--- src/rtl/lee_pkg.sv ---
package lee_pkg;

    localparam int SYM_W = 5;
    localparam int LS_W  = 2;

    typedef logic [SYM_W-1:0] sym_t;

    // control symbol codes, bit 4 = control
    localparam sym_t SYM_V = 5'b1_0000;
    localparam sym_t SYM_H = 5'b1_0001;
    localparam sym_t SYM_I = 5'b1_0010;
    localparam sym_t SYM_J = 5'b1_0011;
    localparam sym_t SYM_K = 5'b1_0100;
    localparam sym_t SYM_R = 5'b1_0101;
    localparam sym_t SYM_S = 5'b1_0110;
    localparam sym_t SYM_T = 5'b1_0111;
    localparam sym_t SYM_N = 5'b0_0000;

    typedef enum logic [LS_W-1:0] {
        LS_ACTIVE = 2'b00,
        LS_IDLE   = 2'b01,
        LS_UNK_A  = 2'b10,
        LS_UNK_B  = 2'b11
    } line_state_e;

    typedef struct packed {
        logic has_viol;
        logic idle_idle;
        logic halt_halt;
        logic halt_idle;
        logic start_delim;
        logic halt_tail;
    } pair_info_t;

    typedef enum logic {
        FLG_CLEAR = 1'b0,
        FLG_ARMED = 1'b1
    } flag_state_e;

endpackage

--- src/rtl/lee_pair_class.sv ---
module lee_pair_class
    import lee_pkg::*;
(
    input  sym_t       sym_hi,
    input  sym_t       sym_lo,
    output pair_info_t info
);
    logic hi_is_h;
    logic lo_is_h;
    logic hi_tail_ok;

    assign hi_is_h = (sym_hi == SYM_H);
    assign lo_is_h = (sym_lo == SYM_H);

    // first symbol that may precede a closing halt
    always_comb begin
        unique case (sym_hi)
            SYM_H, SYM_N, SYM_R, SYM_S, SYM_T: hi_tail_ok = 1'b1;
            default:                           hi_tail_ok = 1'b0;
        endcase
    end

    always_comb begin
        info.has_viol    = (sym_hi == SYM_V) || (sym_lo == SYM_V);
        info.idle_idle   = (sym_hi == SYM_I) && (sym_lo == SYM_I);
        info.halt_halt   = hi_is_h && lo_is_h;
        info.halt_idle   = hi_is_h && (sym_lo == SYM_I);
        info.start_delim = (sym_hi == SYM_J) && (sym_lo == SYM_K);
        info.halt_tail   = hi_tail_ok && lo_is_h;
    end
endmodule

--- src/rtl/lee_qualifier.sv ---
module lee_qualifier
    import lee_pkg::*;
(
    input  line_state_e ls_cur,
    input  line_state_e ls_prev,
    input  logic        sig_det,
    input  logic        stuff_byte,
    input  pair_info_t  info,
    input  logic        flag_armed,
    output logic        event_hit,
    output logic        uls_hit
);
    logic uls_pair_bad;
    logic raw_hit;

    assign uls_pair_bad = !(info.halt_halt || info.halt_idle ||
                            info.idle_idle || info.start_delim);

    always_comb begin
        raw_hit = 1'b0;
        uls_hit = 1'b0;
        unique case (ls_cur)
            LS_ACTIVE: raw_hit = info.has_viol || info.idle_idle ||
                                 info.halt_halt || !sig_det;
            LS_IDLE:   raw_hit = !(info.idle_idle || info.start_delim) ||
                                 !sig_det;
            LS_UNK_A, LS_UNK_B: begin
                uls_hit = (ls_prev == LS_ACTIVE) && flag_armed &&
                          !stuff_byte && uls_pair_bad;
                raw_hit = uls_hit;
            end
            default: raw_hit = 1'b0;
        endcase
    end

    assign event_hit = raw_hit && !stuff_byte;
endmodule

--- src/rtl/lee_flag_fsm.sv ---
module lee_flag_fsm
    import lee_pkg::*;
(
    input  logic        clk,
    input  logic        rst_n,
    input  line_state_e ls_cur,
    input  pair_info_t  info,
    input  logic        uls_hit,
    output logic        armed
);
    flag_state_e state_q;
    flag_state_e state_d;
    logic        in_known;

    assign in_known = (ls_cur == LS_ACTIVE) || (ls_cur == LS_IDLE);

    always_ff @(posedge clk or negedge rst_n) begin
        if (!rst_n) state_q <= FLG_CLEAR;
        else        state_q <= state_d;
    end

    always_comb begin
        state_d = state_q;
        unique case (state_q)
            FLG_CLEAR: begin
                // ARM
                if (ls_cur == LS_ACTIVE && info.halt_tail) state_d = FLG_ARMED;
            end
            FLG_ARMED: begin
                // DISARM_JK, DISARM_ULS
                if (in_known && info.start_delim) state_d = FLG_CLEAR;
                else if (uls_hit)                 state_d = FLG_CLEAR;
            end
            default: state_d = FLG_CLEAR;
        endcase
    end

    always_comb begin
        armed = (state_q == FLG_ARMED);
    end
endmodule

--- src/rtl/lee_sat_cnt.sv ---
module lee_sat_cnt #(
    parameter int CNT_W = 8
) (
    input  logic             clk,
    input  logic             rst_n,
    input  logic             clr,
    input  logic             inc,
    output logic [CNT_W-1:0] count
);
    localparam logic [CNT_W-1:0] CNT_MAX = {CNT_W{1'b1}};

    always_ff @(posedge clk or negedge rst_n) begin
        if (!rst_n)                     count <= '0;
        else if (clr)                   count <= '0;
        else if (inc && count != CNT_MAX) count <= count + 1'b1;
    end
endmodule

--- src/rtl/link_err_detector.sv ---
module link_err_detector
    import lee_pkg::*;
#(
    parameter int CNT_W = 8
) (
    input  logic             clk,
    input  logic             rst_n,
    input  logic [4:0]       sym_hi,
    input  logic [4:0]       sym_lo,
    input  logic [1:0]       ls_cur,
    input  logic [1:0]       ls_prev,
    input  logic             sig_det,
    input  logic             stuff_byte,
    input  logic             cnt_clr,
    output logic             err_pulse,
    output logic             link_flag,
    output logic [CNT_W-1:0] err_count
);
    pair_info_t  info;
    line_state_e cur_e;
    line_state_e prev_e;
    logic        event_hit;
    logic        uls_hit;

    assign cur_e  = line_state_e'(ls_cur);
    assign prev_e = line_state_e'(ls_prev);

    lee_pair_class u_class (
        .sym_hi (sym_hi),
        .sym_lo (sym_lo),
        .info   (info)
    );

    lee_qualifier u_qual (
        .ls_cur     (cur_e),
        .ls_prev    (prev_e),
        .sig_det    (sig_det),
        .stuff_byte (stuff_byte),
        .info       (info),
        .flag_armed (link_flag),
        .event_hit  (event_hit),
        .uls_hit    (uls_hit)
    );

    lee_flag_fsm u_flag (
        .clk     (clk),
        .rst_n   (rst_n),
        .ls_cur  (cur_e),
        .info    (info),
        .uls_hit (uls_hit),
        .armed   (link_flag)
    );

    lee_sat_cnt #(.CNT_W(CNT_W)) u_cnt (
        .clk   (clk),
        .rst_n (rst_n),
        .clr   (cnt_clr),
        .inc   (event_hit),
        .count (err_count)
    );

    always_ff @(posedge clk or negedge rst_n) begin
        if (!rst_n) err_pulse <= 1'b0;
        else        err_pulse <= event_hit;
    end
endmodule

--- config.mk ---
export PLATFORM = sky130hd
export DESIGN_NAME = link_err_detector
export DESIGN_NICKNAME = d
export VERILOG_FILES = /design/src/rtl/lee_pkg.sv /design/src/rtl/lee_pair_class.sv /design/src/rtl/lee_qualifier.sv /design/src/rtl/lee_flag_fsm.sv /design/src/rtl/lee_sat_cnt.sv /design/src/rtl/link_err_detector.sv
export SDC_FILE = /design/constraint.sdc
export NUM_CORES = 1
export LEC_CHECK = 0
export CORE_MARGIN = 3
export CORE_UTILIZATION = 42
export CTS_CLUSTER_SIZE = 40
export DETAILED_ROUTE_END_ITERATION = 7
export PLACE_DENSITY = 0.77
export SETUP_SLACK_MARGIN = 0.4
export SYNTH_ARGS = -nofsm -noshare
export SYNTH_HDL_FRONTEND = slang
export SYNTH_SLANG_ARGS = --single-unit
--- constraint.sdc ---
create_clock -name clk -period 1.7 [get_ports clk]
set_input_delay 0.255 -clock clk [delete_from_list [all_inputs] [get_ports clk]]
set_output_delay 0.255 -clock clk [all_outputs]
set_load 0.02 [all_outputs]
Yosys cells after proc, flatten, opt, wreduce, memory -nomap -nowiden --
Index checks and enable logic that the tools add are counted. Widths: inputs -> output; s select.
Storage, ports and cells: memory bits (writable) 0, logic and storage cells 61, register bits after elaboration 10, output and inout bits 10, bits in read-only memories 0, input bits 19, latch bits 0, memories 0
Cells by class: divide/modulo/power cells 0, multiply operators 0, add/sub/neg operators 1, reduce and logical (&&, ||, !) cells 32, eq/ne operators 15, magnitude comparators 0, bitwise operators 1, shift-type cells 0, muxes and demuxes 9
Operators with widths (number):
- $eq 5x5->1 const B | 11
- $mux 8 | 2
- $logic_and 1x1->1 | 12
- $logic_or 1x1->1 | 10
- $add 8x1->8 const B | 1
- $ne 8x8->1 const B | 1
- $logic_not 5->1 | 1
- $mux 1 | 5
- $reduce_or 5->1 | 1
- $eq 2x2->1 const B | 2
- $logic_not 1->1 | 4
- $logic_not 2->1 | 2
- $pmux 1 s3 | 1
- $eq 2x1->1 const B | 1
- $pmux 1 s2 | 1
- $reduce_bool 2->1 | 1
- $reduce_or 2->1 | 1
- $not 1->1 | 1

Logic depth before layout (Yosys ltp) --
word-level depth 12, depth in mapped cells 7, mapped depth without buffers 7

Modules after synthesis --
A second synthesis with hierarchy kept.
Second synthesis, totals: cell total of the unflattened synthesis 83, area, all modules 737.0 µm²
Modules (own cells, without submodules):
- lee_sat_cnt | area each 464.2 µm², times used 1, cells each 49
- lee_pair_class | area each 132.6 µm², times used 1, cells each 19
- lee_qualifier | area each 61.3 µm², times used 1, cells each 9
- lee_flag_fsm | area each 53.8 µm², times used 1, cells each 5
- link_err_detector | area each 25.0 µm², times used 1, cells each 1

Worst setup path before layout --
Ideal clock, no wire load.
kind input port to flip-flop, start input sym_lo[2], end register u_cnt.count[0], required time 1575 ps, slack -206 ps, arrival time 1781 ps, stages 7, path through or3b_1 -> nor4_2 -> nor3_1 -> o31ai_4 -> inv_2 -> and2_4 -> mux2_4
Between the ends: word-level cells in the longest chain between the ends 11
Ends and longest elaborated chain:
- from (decl) | line link_err_detector.sv:9 | input logic [4:0] sym_lo,
- $eq 5x5->1, on equally long branches | line lee_pair_class.sv:13, lee_pair_class.sv:25, lee_pair_class.sv:27
- $logic_and 1x1->1, on equally long branches | line lee_pair_class.sv:26, lee_pair_class.sv:27
- $logic_or 1x1->1 (2 in series) | line lee_qualifier.sv:16 | assign uls_pair_bad = !(info.halt_halt || info.halt_idle ||
- $logic_or 1x1->1 | line lee_qualifier.sv:17 | info.idle_idle || info.start_delim);
- $logic_not 1->1 | line lee_qualifier.sv:16
- $logic_and 1x1->1 | line lee_qualifier.sv:29 | !stuff_byte && uls_pair_bad;
- $pmux 1 s3 (*) | line lee_qualifier.sv:22 | unique case (ls_cur)
- $logic_and 1x1->1 (*) | line lee_qualifier.sv:36 | assign event_hit = raw_hit && !stuff_byte;
- net event_hit | line link_err_detector.sv:22 | logic event_hit;
- $logic_and 1x1->1 (*) | line lee_sat_cnt.sv:15 | else if (inc && count != CNT_MAX) count <= count + 1'b1;
- $reduce_bool 2->1 (no line) (*)
- to (signal assigned) | line lee_sat_cnt.sv:15
- to (decl) | line lee_sat_cnt.sv:8 | output logic [CNT_W-1:0] count
The timed path passes the listed nets; every way through them passes the cells marked *. A chain may end at the register's enable or synchronous reset.

Worst setup path after layout --
Ends and elaborated chain as after synthesis.

==> flow_metrics.py <==
metrics = {
    "outcome": {
        "outcome": "complete, but fails checks",
        "violations_in_the_final_reports": "negative setup slack",
    },
    "floorplanning": {
        "die_width_um": 48.2,
        "starting_utilization_of_the_core_area_pct": 46.9,
        "floorplan.core_area_sq_um": 1590,
        "num_io_pins": 29,
        "floorplan.rows": 14,
        "design.die.area_sq_um": 2320,
        "die_height_um": 48.2,
    },
    "logic_synthesis": {
        "synth-xor-area-share_pct": 1.17,
        "synth.yosys.warnings": 0,
        "synth_top_family_by_area": "simple AND/OR/NAND/NOR gates",
        "synth_compound_gate_area_share_pct": 17.9,
        "synthCells": 84,
        "synth_most_common_cell": "dfrtp_1",
        "synth_area_leader_cell": "dfrtp_1",
        "yosys.area_share.adder_pct": 1.68,
        "mappedNetlistNets": 104,
        "synth.lib_cells_used.distinct": 35,
        "postSynthAreaPerCell_sq_um": 8.89,
        "netlist_area_sq_um": 747,
        "synth-seq-area-share_pct": 33.5,
        "synthTopCellsByCount": "dfrtp_1, o21ai_0, a21oi_1",
        "ys.flop_type": "dfrtp_1",
        "synth.top_cells.by_area": "dfrtp_1, o21ai_0, or3_1",
        "yosys-mux-area-fraction_pct": 4.86,
        "synth_async_sr_flop_share_pct": 100,
        "synth_enable_flop_cells": 0,
        "post_synth_and_or_nand_nor_area_fraction_pct": 37.4,
        "synth-seq-cells": 10,
        "synth_top_cell_area_share_pct": 33.5,
    },
    "place": {
        "placement.io_buffers": 28,
        "post-dp-hpwl_mm": 1.67,
        "place.gp.congestion": 0.857,
        "detailedPlace.worstSlack_ps": -823,
    },
    "timing": {
        "worst_slew_margin_rel_pct": 68.9,
        "timing.final.ws_setup_ps": -154,
        "timing.final.crit_share_pct": 109,
        "hold_viol_final": 0,
        "max_slew.worst_pin.slew_ps": 466,
        "fin_crit_ps": 1850,
        "final-max-slew-violation-count": 0,
        "setup_viol_count_final": 8,
        "grt_setup_unrepaired": "yes",
        "final.setup_skew_ps": 1.08,
        "timing.fmax_mhz": 539,
        "setup_total_negative_slack_ps": -543,
    },
    "clock_tree": {
        "clock_latency_late_sink_ps": 270,
        "clock-sinks": 10,
        "clock_tree.buffer_depth": 2,
        "clk_pin_slew_ps": 70,
        "numCtsBuffers": 3,
        "cts_root_buf": "clkbuf_4",
        "cts_tree": "yes",
        "htree_num_levels": 1,
    },
    "setup_path": {
        "timing.critical_path.arrival_ps": 2010,
        "crit-reg2reg-launch": "u_cnt.count[1]",
        "path_max_fanout": 3,
        "worst_setup_path_category": "in -> reg",
        "worst_setup_path_start_kind": "primary input",
        "worst_r2r_endpoint": "u_cnt.count[5]",
        "ff2ff_setup_slack_ps": 80,
        "rr_worst_depth": 6,
        "crit_required_ps": 1860,
        "endpoint_class_of_the_critical_path": "register",
    },
    "pwr": {
        "net-switching-power_mw": 0.170,
        "clkPwrFrac_pct": 34.3,
        "comb_pwr_share_pct": 27.1,
        "power.static_leakage_nw": 0.561,
        "p_total_mw": 0.636,
        "ir_drop_worst_case_vdd_v": 0.000549,
        "fraction_of_power_spent_switching_nets_pct": 26.8,
        "power.sequential.fraction_pct": 38.6,
        "power_per_cell_area_nw_per_um2": 501,
        "power_report.internal_total_mw": 0.465,
    },
    "layout": {
        "combined_area_of_the_multi_input_logic_cells_sq_um": 576,
        "fraction_of_layout_cells_with_a_size_suffix_above_1_pct": 40.0,
        "fin_nets": 151,
        "final_core_utilization_pct": 79.7,
        "area.growth.synth_to_final_pct": 70.0,
        "diodes": 0,
        "register_area_sq_um": 250,
        "filler_cell_count": 110,
    },
    "routing": {
        "drc_violations_left": 0,
        "via_per_inst": 5.59,
        "route.detailed.wl_per_inst_um": 14.7,
        "detail-route-antenna-nets": 0,
        "wl_mm": 2.27,
        "drt_pass1_iterations": 4,
        "via_count": 861,
        "dr.first_iter.drc_count": 18,
    },
    "global_routing": {
        "grt_antenna_before_repair": 0,
        "grt_pass1_wl_mm": 3.70,
        "grt_start_max_net_pins": 11,
        "grt_util_all_layers_pct": 22.7,
        "gr-total-overflow": 0,
        "via_count_of_the_first_global_routing_pass": 857,
    },
    "hold_path": {
        "hp-class": "in -> async",
    },
    "flow_run": {
        "timing.max_cap.violations": 0,
    },
}
-- power by group through the flow --
stage          registers [mW]  logic [mW]  clock network (mW)
6_report                0.246       0.172               0.218
4_1_cts                 0.246       0.164               0.225
2_1_floorplan           0.258      0.0483                   0
3_5_place_dp            0.250       0.154                   0
5_1_grt                 0.246       0.186               0.237
3_3_place_gp            0.250       0.151                   0
-- cells by family (layout without fill, tap and decap cells) --
group           Yosys count  count (layout)
mux                       3               3
simple gates             44              44
buf+inv                   5              51
flops                    10              10
compound gates           20              20
xor+xnor                  1               1
fa+ha+maj                 1               1
-- how the worst max path moves through the flow --
stage,startpoint,slack [ps],cells after the start,to
2_1_floorplan,sym_lo[2],-200,7,u_cnt.count[2]
3_3_place_gp,sym_hi[4],-810,8,u_cnt.count[0]
3_5_place_dp,sym_hi[4],-820,8,u_cnt.count[0]
4_1_cts,ls_prev[1],-130,8,u_cnt.count[5]
5_1_grt,sym_lo[2],-200,9,u_cnt.count[0]
6_report,sym_lo[2],-150,9,u_cnt.count[0]
-- critical path, cell delays in order --
cell and delay [ps]:
buf_6 100, buf_6 110, or3b_4 390, a211oi_4 290, nor3_4 80, o31ai_4 280, inv_2 70, and2_4 150
mux2_4 280
-- registers in the layout (all words and copies together), names as in the netlist --
| signal | flops |
|---|---|
| u_cnt.count | 8 |
| err_pulse | 1 |
| u_flag.armed | 1 |
-- timing repair --
item                       CTS  global route
setup endpoints to repair   20            15
gates resized for setup     68            15
buffers inserted             2             1
pin swaps                   12            11
hold buffers                 0             0
-- through the flow --
stage	hold WS (ps)	instances	area, sq um
after floorplan	-40.6	84	756
after global placement	575	147	1150
after detailed placement	578	147	1150
after CTS	305	153	1250
after global routing	339	154	1270
final	302	154	1270
-- cell usage in the layout (no fill, tap or decap), types with 2 or more instances in the layout --
cell             netlist  layout
buf_4                  0      13
and3_1                 3       3
or3b_4                 1       3
a21oi_1                6       6
or3_1                  5       5
nand4_1                2       2
buf_2                  0       3
nor3_2                 0       2
buf_6                  1       8
dlygate4sd2_1          0       9
nor4_4                 0       2
clkbuf_4               0       3
dfrtp_1               10      10
clkdlybuf4s50_1        0       5
inv_1                  2       2
nand3_1                3       3
nor3_1                 5       2
o21ai_0                8       7
nor2_1                 3       3
nor2b_1                3       3
nand2b_1               4       3
nand2_1                5       5
clkbuf_2               0       5
-- area by class of cell --
cell class                      instances  share of cell area, %
Clock buffer                            4                   2.86
Inverter                                3                  0.887
Multi-Input combinational cell         69                   45.3
Sequential cell                        10                   19.7
Tap cell                               24                   2.36
Timing Repair Buffer                   44                   28.9
-- per-layer routing --
metal	share of wire [%]	routed length (um)	global-route usage, %	vias to the layer above
met5	0	0	0	-
met4	0.48	11	4.84	0
met3	7.1	161	5.54	4
met2	52	1180	37.8	36
met1	40	915	29.7	408
li1	-	-	-	413
Note: power is estimated with default switching activity, not from simulation.
